==> src/rtl/if_count_status.sv <==
module if_count_status #(
  parameter int CW    = 20,
  parameter int GLEN0 = 4,
  parameter int GLEN1 = 8,
  parameter int GLEN2 = 32,
  parameter int GLEN3 = 64
) (
  input  logic       clk,
  input  logic       rst_n,
  input  logic       if_in,
  input  logic       ref_tick,
  input  logic [1:0] gate_sel,
  input  logic       count_start,
  input  logic       lock_ok,
  input  logic       io1_pin,
  input  logic       io2_pin,
  input  logic       out_load,
  input  logic       ce,
  input  logic       sclk,
  output logic       dout,
  output logic       done
);
  localparam int WW   = CW + 3;
  localparam int GM01 = (GLEN0 > GLEN1) ? GLEN0 : GLEN1;
  localparam int GM23 = (GLEN2 > GLEN3) ? GLEN2 : GLEN3;
  localparam int GMAX = (GM01 > GM23) ? GM01 : GM23;
  localparam int TW   = $clog2(GMAX + 1);
  localparam logic [CW-1:0] CMAX = {CW{1'b1}};

  logic [CW-1:0] cnt;
  logic [TW-1:0] tcnt, glen;
  logic [1:0]    gsel_q;
  logic          gate_open, if_q, sclk_q;
  logic [WW-1:0] sh;

  wire if_rise = if_in & ~if_q;
  wire sfall   = ce & sclk_q & ~sclk;
  wire last    = ref_tick && (tcnt + 1'b1 == glen);

  always_comb
    case (gsel_q)
      2'd0:    glen = TW'(GLEN0);
      2'd1:    glen = TW'(GLEN1);
      2'd2:    glen = TW'(GLEN2);
      default: glen = TW'(GLEN3);
    endcase

  always_ff @(posedge clk or negedge rst_n)
    if (!rst_n) begin
      if_q   <= 1'b0;
      sclk_q <= 1'b0;
    end else begin
      if_q   <= if_in;
      sclk_q <= sclk;
    end

  always_ff @(posedge clk or negedge rst_n)
    if (!rst_n) begin
      cnt       <= '0;
      tcnt      <= '0;
      gsel_q    <= 2'd0;
      gate_open <= 1'b0;
      done      <= 1'b0;
    end else if (count_start) begin
      cnt       <= '0;
      tcnt      <= '0;
      gsel_q    <= gate_sel;
      gate_open <= 1'b1;
      done      <= 1'b0;
    end else if (gate_open) begin
      if (if_rise && cnt != CMAX) cnt <= cnt + 1'b1;
      if (last) begin
        gate_open <= 1'b0;
        done      <= 1'b1;
      end else if (ref_tick) begin
        tcnt <= tcnt + 1'b1;
      end
    end

  always_ff @(posedge clk or negedge rst_n)
    if (!rst_n)        sh <= '0;
    else if (out_load) sh <= {io2_pin, io1_pin, lock_ok, cnt};
    else if (sfall)    sh <= {sh[WW-2:0], 1'b0};

  assign dout = ce & sh[WW-1];

  a_r4_no_wrap: assert property (@(posedge clk) disable iff (!rst_n)
    (cnt == CMAX && !count_start) |=> cnt == CMAX);
  a_r3_hold_closed: assert property (@(posedge clk) disable iff (!rst_n)
    (!gate_open && !count_start) |=> $stable(cnt));
  a_r2_done_from_gate: assert property (@(posedge clk) disable iff (!rst_n)
    $rose(done) |-> $past(gate_open));
  a_r8_frozen_ce_low: assert property (@(posedge clk) disable iff (!rst_n)
    (!ce && !out_load) |=> $stable(sh));
  a_r7_shift_order: assert property (@(posedge clk) disable iff (!rst_n)
    (ce && sclk_q && !sclk && !out_load) |=> sh[WW-1] == $past(sh[WW-2]));
endmodule

==> config.mk <==
export PLATFORM = sky130hd
export DESIGN_NAME = if_count_status
export DESIGN_NICKNAME = d
export VERILOG_FILES = /design/src/rtl/if_count_status.sv
export SDC_FILE = /design/constraint.sdc
export NUM_CORES = 1
export LEC_CHECK = 0
export BUFFER_PORTS_ARGS = -buffer_cell sky130_fd_sc_hd__buf_2
export CAP_MARGIN = 20
export CORE_MARGIN = 3
export CORE_UTILIZATION = 35
export CTS_CLUSTER_SIZE = 10
export DETAILED_ROUTE_END_ITERATION = 10
export SLEW_MARGIN = 15
export SYNTH_ARGS = -nofsm -noshare
export SYNTH_HDL_FRONTEND = slang
export SYNTH_SLANG_ARGS = --single-unit
==> constraint.sdc <==
create_clock -name clk -period 3.35 [get_ports clk]
set_clock_uncertainty 0.05 [all_clocks]
set_input_delay 0.1675 -clock clk [delete_from_list [all_inputs] [get_ports clk]]
set_output_delay 0.1675 -clock clk [all_outputs]
set_load 0.005 [all_outputs]
==> results of run 1 <==
==> per-stage QoR <==
step	cell area (um2)	hold WS [ns]
after global placement	3120	0.237
after global routing	3250	0.00829
after CTS	3250	0.00380
final	3250	0.0124
after floorplan	2960	-0.178
after detailed placement	3120	0.240
==> cell families (layout without fill, tap and decap cells) <==
kind of cell,Yosys count,after routing,share of synthesized area (%)
flip-flops,56,56,47.3
buffers and inverters,20,35,2.70
XOR/XNOR,19,19,6.08
adder cells (fa/ha/maj),3,3,1.27
AO/OA/AOI/OAI,57,57,12.8
multiplexers,31,31,10.7
AND/OR/NAND/NOR,117,117,19.1
==> worst min path at each step <==
stage                       start     end  cells after the start
final                     io1_pin  sh[21]                      3
after global routing      io1_pin  sh[21]                      3
after CTS                 io1_pin  sh[21]                      3
after detailed placement    rst_n  sh[21]                      1
after global placement      rst_n  sh[21]                      1
after floorplan             rst_n  cnt[0]                      0
==> routing by layer <==
layer  share of wire [%]  routed length, um  vias up  global-route usage [%]
met5                   0                  0        -                       0
met3                 2.9                160        8                    2.36
met4                 1.3                 73        0                    3.83
met1                  49               2720     1022                    17.5
met2                  46               2560       35                    19.6
li1                    -                  -     1091                       -
==> registers in the layout, indices dropped and copies added (netlist names) <==
register   flops
sh            23
cnt           20
tcnt           7
gsel_q         2
done           1
gate_open      1
if_q           1
sclk_q         1
==> critical path: stages, from the launching register on <==
cell and delay [ns]:
dfrtp_1 0.48, ha_1 0.32, nand3_1 0.20, nor2_1 0.21, xor2_1 0.10, o32ai_2 0.53, a21oi_1 0.21, mux2_1 0.34
==> area by class of cell <==
class | instances | area, um2 | area share (%)
timing repair buffer | 21 | 133 | 4.08
multi-input combinational | 227 | 1480 | 45.5
tap | 102 | 128 | 3.92
clock buffer | 6 | 72.6 | 2.23
sequential | 56 | 1400 | 43.1
inverter | 6 | 22.5 | 0.692
clock inverter | 2 | 16.3 | 0.500
==> power by group through the flow <==
| stage | registers [mW] | clock network, mW | logic, mW |
|---|---|---|---|
| finish | 0.702 | 0.369 | 0.0979 |
| global route | 0.705 | 0.421 | 0.112 |
| CTS | 0.702 | 0.386 | 0.101 |
| detailed placement | 0.715 | 0 | 0.0969 |
| global placement | 0.715 | 0 | 0.0960 |
| floorplan | 0.712 | 0 | 0.0619 |
==> cells in the final DEF (no fill, tap or decap), types with 2 or more instances in the layout <==
cell type	netlist	routed
dfrtp_1	56	56
nand2_1	40	40
nor2_1	30	30
o21ai_0	28	28
mux2i_1	25	25
buf_2	1	14
xnor2_1	9	9
xor2_1	9	9
nor3_1	7	7
inv_1	6	6
nand3_1	6	6
nand4_1	6	6
nand2b_1	5	5
nor2b_1	5	5
a21oi_1	5	5
clkbuf_8	0	5
and2_1	4	4
o211ai_1	4	4
and4_1	4	4
dlygate4sd3_1	0	4
and3_1	3	3
or3_1	3	3
a31oi_1	3	3
a211oi_1	3	3
mux2_1	3	3
mux2_2	3	3
ha_1	3	3
buf_4	1	3
a221oi_1	2	2
nand3b_1	2	2
a2111oi_2	2	2
==> flow_summary.yaml, run 1 <==
outcome:
  status: "finished, final reports clean"
critical_path:
  cp-start-kind: "flip-flop"
  crit_type: "reg -> reg"
  timing.rr.end: "tcnt[0]"
  cp.required_ns: 3.50
  cp_max_fo: 8
  r2r_cells: 7
  arrival_ns: 2.70
  worstSetupStartpoint: "tcnt[0]"
  rrSetupSlack_ns: 0.80
  endpoint_kind: "flip-flop"
  reg2reg_from: "tcnt[0]"
  crit_end: "tcnt[0]"
synth:
  ys_warn_count: 0
  synthArstFlopShare_pct: 100
  post_synth.cell_area_avg_um2: 9.77
  synth_top_area_share_pct: 47.3
  seq_area_frac_synth_pct: 47.3
  syn-num-nets: 319
  syn_inst: 303
  synthTopCellsByArea: "dfrtp_1 47%, mux2i_1 8.4%, nand2_1 5.1%"
  ys_types: 44
  synth-edff-count: 0
  ys.flop_type: "dfrtp_1"
  synth_seq_cells: 56
  ys_top_cells_by_count: "56 x dfrtp_1, 40 x nand2_1, 30 x nor2_1"
  syn_area_um2: 2960
  synth_largest_area_cell: "dfrtp_1"
  yosysMostFrequentCell: "dfrtp_1"
clock_tree:
  cts-root-buf: "clkbuf_8"
  hold_buffers: 4
  h-tree-depth: 2
  cts_tree: "yes"
  clk_latency_ns: 0.31
  cts.sinks: 56
  clock_path_buffers: 2
  cts_setup_buffers: 0
  cts_buffers: 5
  cts_resized: 0
  clk_pin_slew_ns: 0.10
sta:
  timing.fmax_mhz: 392
  report.final.slew_viol_count: 0
  rsz0062_at_grt: "false"
  setup_viol: 0
  hold_viol: 0
  tightest_slew_ns: 0.781
  min_period_over_period_pct: 76.1
  tns_ns: 0
  fin_ws_ns: 0.800
  slew_headroom_pct: 48.0
  fin_crit_ns: 2.55
die:
  start_util_pct: 37.2
  dieArea_um2: 9600
  die_y_um: 98.0
  core_um2: 7970
  die_x_um: 98.0
  num_rows: 32
  io_pins: 15
power_and_ir_drop:
  swShare_pct: 25.1
  p_per_area_nw_per_um2: 359
  clockPowerShare_pct: 31.6
  finalPower_mw: 1.17
  switching_power_mw: 0.293
  p_leak_nw: 1.48
  combPwrFrac_pct: 8.4
  power_frac_seq_pct: 60.1
  worst_ir_drop_vdd_v: 0.000168
  cellInternalPower_mw: 0.876
global_routing:
  grtUsageTotal_pct: 12.5
  grt_pass1_vias: 2122
  antenna_found_initial: 0
  grt_pass1_wl_mm: 10.0
  grt.overflow.total: 0
  grt_max_degree: 47
routing:
  final_antenna_net_count: 0
  route.detailed.drc: 0
  wl_mm: 5.51
  wire_per_inst_um: 13.1
  viasPerCell: 5.13
  vias: 2156
  dr.pass1.iters: 5
  drt_iter0_markers: 152
placement:
  place_congestion: 0.779
  placedCellCount: 408
  port_buffers: 14
  dp_hpwl_mm: 3.78
  dp_slack_ns: 0.817
cells_and_area:
  fin_nets: 333
  fin_cells: 420
  final_core_util_pct: 40.8
  fillers: 803
  diodes: 0
  syn_to_final_growth_pct: 9.84
  drive_gt1_share_pct: 10.4
job:
  maxCapViolations: 0
worst_hold_path:
  hp-class: "in -> reg"
No activity file was read; power rests on OpenSTA's default activity.
==> run 2, diff against run 1 <==
Settings changed: ABC_AREA set to 1.
Clock period 3.35 ns to 2.3 ns, I/O delays scaled along.
==> flow_summary.yaml, run 2 <==
power_and_ir_drop:
  worst_ir_drop_vdd_v: 0.000396
  p_leak_nw: 1.59
  p_per_area_nw_per_um2: 556
critical_path:
  r2r_cells: 9
  worstPathCellList: "ha_2 -> nand2_2 -> nor2_4 -> nand2_2 -> nor2_4 -> a31oi_4 -> nor2_4 -> inv_2 -> o21ai_0"
  slowest_stage: "dfrtp_1"
  arrival_ns: 2.20
  crit_type: "reg -> reg"
  endpoint_kind: "flip-flop"
  cp_max_fo: 18
  crit_top_cell: "nor2_4"
  cp.required_ns: 2.47
  reg2reg_from: "cnt[0]"
  rrSetupSlack_ns: 0.28
  cp-start-kind: "flip-flop"
  worst_path_largest_cell_delay_ns: 0.42
  cpLargestDelayFamily: "simple AND/OR/NAND/NOR gates"
  timing.rr.end: "cnt[16]"
  worst-path-buf-inv: 1
global_routing:
  grtUsageTotal_pct: 15.1
  grt_pass1_vias: 2641
  grt_max_degree: 57
  antenna_found_initial: 0
  grt_pass1_wl_mm: 12.6
  grt.overflow.total: 0
worst_hold_path:
  hp-class: "in -> reg"
  hold_depth: 2
  min_from: "count_start"
  holdPathEnd: "cnt[3]"
cells_and_area:
  final_core_util_pct: 40.7
  seq_area_um2: 1400
  final_cell_mix: "118 x nand2_1, 56 x dfrtp_1, 47 x nand3_1"
  fin_nets: 459
  multi_input_area_um2: 1560
  largest_register_ffs: 23
  top_regs: "sh (23), cnt (20), tcnt (7)"
  regMostFlops: "sh"
  diodes: 0
  fin_cells: 552
  final_common_cell: "nand2_1"
  fillers: 895
  drive_gt1_share_pct: 11.5
  syn_to_final_growth_pct: 12.3
die:
  die_y_um: 102
  dieArea_um2: 10300
  die_x_um: 102
  io_pins: 15
  start_util_pct: 36.3
  core_um2: 8810
  num_rows: 34
routing:
  route.detailed.drc: 0
  dr.pass1.iters: 4
  final_antenna_net_count: 0
  drt_iter0_markers: 117
  wire_per_inst_um: 13.5
  viasPerCell: 5.13
  vias: 2830
  wl_met3_um: 318
  met1_length_mm: 3.57
  wl_mm: 7.43
  dr_wl_met2_mm: 3.49
  topRoutingLayerUsed: "met4"
synth:
  syn_area_um2: 3190
  synthArstFlopShare_pct: 100
  syn_inst: 425
  ys_warn_count: 0
  seq_area_frac_synth_pct: 43.9
  synth-edff-count: 0
  synth_largest_area_cell: "dfrtp_1"
  syn-num-nets: 441
  ys_types: 30
  ys.flop_type: "dfrtp_1"
  synth_seq_cells: 56
  post_synth.cell_area_avg_um2: 7.51
  synth_top_area_share_pct: 43.9
  yosysMostFrequentCell: "nand2_1"
  ys_top_cells_by_count: "118 x nand2_1, 56 x dfrtp_1, 47 x nand3_1"
  synthTopCellsByArea: "dfrtp_1 44%, nand2_1 14%, nand3_1 7.4%"
outcome:
  status: "finished, final reports clean"
sta:
  report.final.slew_viol_count: 0
  tightest_slew_ns: 0.644
  rsz0062_at_grt: "false"
  hold_viol: 0
  setup_viol: 0
  tns_ns: 0
  slew_headroom_pct: 57.0
  fin_crit_ns: 2.02
  timing.fmax_mhz: 494
  min_period_over_period_pct: 87.9
placement:
  place_congestion: 0.856
  placedCellCount: 536
  port_buffers: 14
  dp_hpwl_mm: 5.22
clock_tree:
  cts.sinks: 56
  cts_tree: "yes"
  clk_pin_slew_ns: 0.11
  cts_buffers: 5
  cts_setup_buffers: 0
  h-tree-depth: 2
  clk_latency_ns: 0.31
  clock_path_buffers: 2
  cts-root-buf: "clkbuf_8"
job:
  maxCapViolations: 0
[run 2: cell types whose count changed in the layout (fill, tap and decap cells not counted), sizes merged, moves of 15 or more]
cell | before | now
nor2 | 30 | 45
nand3 | 7 | 47
nand2 | 40 | 122
inv | 6 | 39
nand4 | 6 | 25
mux2i | 25 | 0
[run 2: worst max-delay path by stage]
stage | from | endpoint | depth (start not counted)
global route | cnt[0] | cnt[1] | 9
floorplan | cnt[0] | cnt[11] | 12
finish | cnt[0] | cnt[16] | 9
detailed placement | cnt[0] | cnt[16] | 9
global placement | cnt[0] | cnt[4] | 9
CTS | cnt[0] | cnt[16] | 9
[run 2: kinds of logic (layout without fill, tap and decap cells)]
| family | count (synthesis) | in the layout | share of synthesized area, % |
|---|---|---|---|
| compound gates | 51 | 51 | 10.2 |
| xor+xnor | 7 | 7 | 1.92 |
| fa+ha+maj | 3 | 3 | 1.18 |
| buf+inv | 57 | 76 | 7.25 |
| flops | 56 | 56 | 43.9 |
| simple gates | 251 | 251 | 35.6 |
[run 2: worst register-to-register path, stage by stage, from the launching register on]
cell,delay [ns]
dfrtp_1,0.42
ha_2,0.29
nand2_2,0.11
nor2_4,0.16
nand2_2,0.10
nor2_4,0.10
a31oi_4,0.15
nor2_4,0.17
inv_2,0.18
o21ai_0,0.21
[run 2: through the flow]
stage | power [mW] | setup WS (ns) | instance area, um2 | hold slack (ns)
floorplan | 1.25 | 0.539 | 3190 | -0.231
global placement | 1.33 | 0.237 | 3390 | 0.0960
detailed placement | 1.34 | 0.218 | 3390 | 0.0934
CTS | 2.02 | 0.165 | 3580 | 0.135
global route | 2.10 | 0.0482 | 3580 | 0.150
finish | 1.99 | 0.277 | 3580 | 0.144
[run 2: metal layers]
| metal | global-route usage (%) | vias up |
|---|---|---|
| met5 | 0 | - |
| met4 | 3.27 | 0 |
| met3 | 2.20 | 6 |
| met2 | 24.2 | 59 |
| met1 | 21.8 | 1320 |
| li1 | - | 1445 |
[run 2: power by group]
group	total, mW	internal [mW]	switching (mW)
logic	0.236	0.0873	0.148
clock network	0.670	0.330	0.340
registers	1.09	1.05	0.0421
total	1.99	1.46	0.530
[run 2: area by class of cell]
cell class	instances	share of cell area, %
timing repair buffer	29	6.35
clock inverter	2	1.08
multi-input combinational	312	43.6
sequential	56	39.1
clock buffer	6	2.02
tap	108	3.77
inverter	39	4.08
[run 2: timing repair]
item                                    in CTS  in global routing
hold buffers                                 8                  0
endpoints found under the hold margin       63                  0
resized for setup                            0                  1
endpoints found under the setup margin       0                  4
==> run 3, diff against run 2 <==
Settings changed: CORE_ASPECT_RATIO set to 0.8.
==> flow_summary.yaml, run 3 (same netlist as run 2, synthesis figures left out) <==
sta:
  rsz0062_at_grt: "false"
  report.final.slew_viol_count: 0
  min_period_over_period_pct: 89.8
  hold_viol: 0
  setup_viol: 0
  slew_headroom_pct: 55.2
  holdWs_ns: 0.0141
  timing.fmax_mhz: 484
  tns_ns: 0
  fin_crit_ns: 2.07
  tightest_slew_ns: 0.671
critical_path:
  cp-start-kind: "flip-flop"
  timing.rr.end: "cnt[19]"
  reg2reg_from: "cnt[0]"
  endpoint_kind: "flip-flop"
  arrival_ns: 2.22
  cp_max_fo: 18
  worstSetupStartpoint: "cnt[0]"
  r2r_cells: 9
  crit_type: "reg -> reg"
  cp.required_ns: 2.46
  rrSetupSlack_ns: 0.23
routing:
  dr.pass1.iters: 4
  vias: 2878
  viasPerCell: 5.17
  final_antenna_net_count: 0
  wire_per_inst_um: 13.7
  drt_iter0_markers: 233
  wl_mm: 7.62
  route.detailed.drc: 0
global_routing:
  grt_pass1_wl_mm: 13.0
  grt_pass1_vias: 2677
  grtUsageTotal_pct: 15.2
  grt.overflow.total: 0
  antenna_found_initial: 0
  grt_max_degree: 33
die:
  dieArea_um2: 10300
  die_y_um: 91.4
  die_x_um: 113
  num_rows: 30
  core_um2: 8670
  start_util_pct: 36.8
  io_pins: 15
cells_and_area:
  diodes: 0
  fin_nets: 460
  top_regs: "sh (23), cnt (20), tcnt (7)"
  drive_gt1_share_pct: 11.9
  syn_to_final_growth_pct: 14.3
  final_common_cell: "nand2_1"
  final_core_util_pct: 42.1
  final_cell_mix: "118 x nand2_1, 56 x dfrtp_1, 47 x nand3_1"
  final_area_um2: 3650
  fillers: 876
  regMostFlops: "sh"
  largest_register_ffs: 23
power_and_ir_drop:
  finalPower_mw: 2.24
  worst_ir_drop_vdd_v: 0.000402
  switching_power_mw: 0.533
  swShare_pct: 23.8
  cellInternalPower_mw: 1.71
  combPwrFrac_pct: 10.5
  p_leak_nw: 1.63
  clockPowerShare_pct: 40.8
  power_frac_seq_pct: 48.7
  p_per_area_nw_per_um2: 613
clock_tree:
  clk_pin_slew_ns: 0.07
  cts.sinks: 56
  cts_buffers: 5
  clock_path_buffers: 2
  cts_tree: "yes"
  h-tree-depth: 2
  clk_latency_ns: 0.29
  cts_setup_buffers: 0
  cts-root-buf: "clkbuf_16"
worst_hold_path:
  holdPathEnd: "sh[20]"
  min_from: "lock_ok"
  hold_depth: 3
  hp-class: "in -> reg"
placement:
  dp_hpwl_mm: 5.45
  place_congestion: 0.888
  place_area_um2: 3400
  port_buffers: 14
outcome:
  status: "finished, final reports clean"
job:
  maxCapViolations: 0
[run 3: changes by cell type in the layout (fill, tap and decap cells not counted)]
cell / previous run / this run
clkbuf_16: 0 / 5
buf_4: 5 / 8
clkbuf_8: 5 / 2
buf_12: 2 / 1
clkbuf_1: 1 / 0
dlygate4sd3_1: 8 / 7
ha_1: 2 / 3
ha_2: 1 / 0
inv_6: 1 / 0
[run 3: layout make-up]
class,count,area [um2],share of cell area [%]
clock inverters,1,30.0,0.822
flip-flops and latches,56,1400,38.4
inverters,39,146,4.01
well taps,112,140,3.84
repair buffers,30,220,6.03
multi-input cells,312,1560,42.7
clock buffers,7,153,4.18
[run 3: timing repair]
action                                 4_1_cts  5_1_grt
resized for setup                            0        0
endpoints found under the hold margin       30        0
hold buffers                                 7        0
[run 3: worst max path at each step]
stage / slack (ns) / endpoint
after global routing: 0.04 / cnt[19]
after CTS: 0.24 / cnt[19]
after floorplan: 0.54 / cnt[11]
final: 0.23 / cnt[19]
after detailed placement: 0.26 / cnt[19]
after global placement: 0.29 / cnt[2]
[run 3: through the flow]
step	cells	worst slack (ns)
after global placement	542	0.285
after detailed placement	542	0.256
after CTS	557	0.240
final	557	0.234
after floorplan	425	0.539
after global routing	557	0.0410
[run 3: metal layers]
metal	routed length, um	up-vias	GRT usage, %	share of wire, %
met5	0	-	0	0
met4	66	0	3.30	0.87
met3	367	7	2.00	4.8
met2	3260	76	22.2	43
met1	3920	1348	23.6	51
li1	-	1447	-	-
[run 3: power by group through the flow]
| stage | registers (mW) | clock network (mW) | logic, mW |
|---|---|---|---|
| after global placement | 1.11 | 0 | 0.225 |
| after CTS | 1.09 | 0.932 | 0.237 |
| after global routing | 1.10 | 0.978 | 0.270 |
| after floorplan | 1.10 | 0 | 0.154 |
| final | 1.09 | 0.913 | 0.234 |
| after detailed placement | 1.11 | 0 | 0.227 |
[run 3: critical path: stages (launching register included)]
cell     delay [ns]
dfrtp_1        0.39
ha_1           0.36
nand2_2        0.14
nor2_4         0.16
nand2_2        0.09
nor2_4         0.10
a31oi_4        0.11
nor2_4         0.16
inv_2          0.20
o21ai_0        0.22
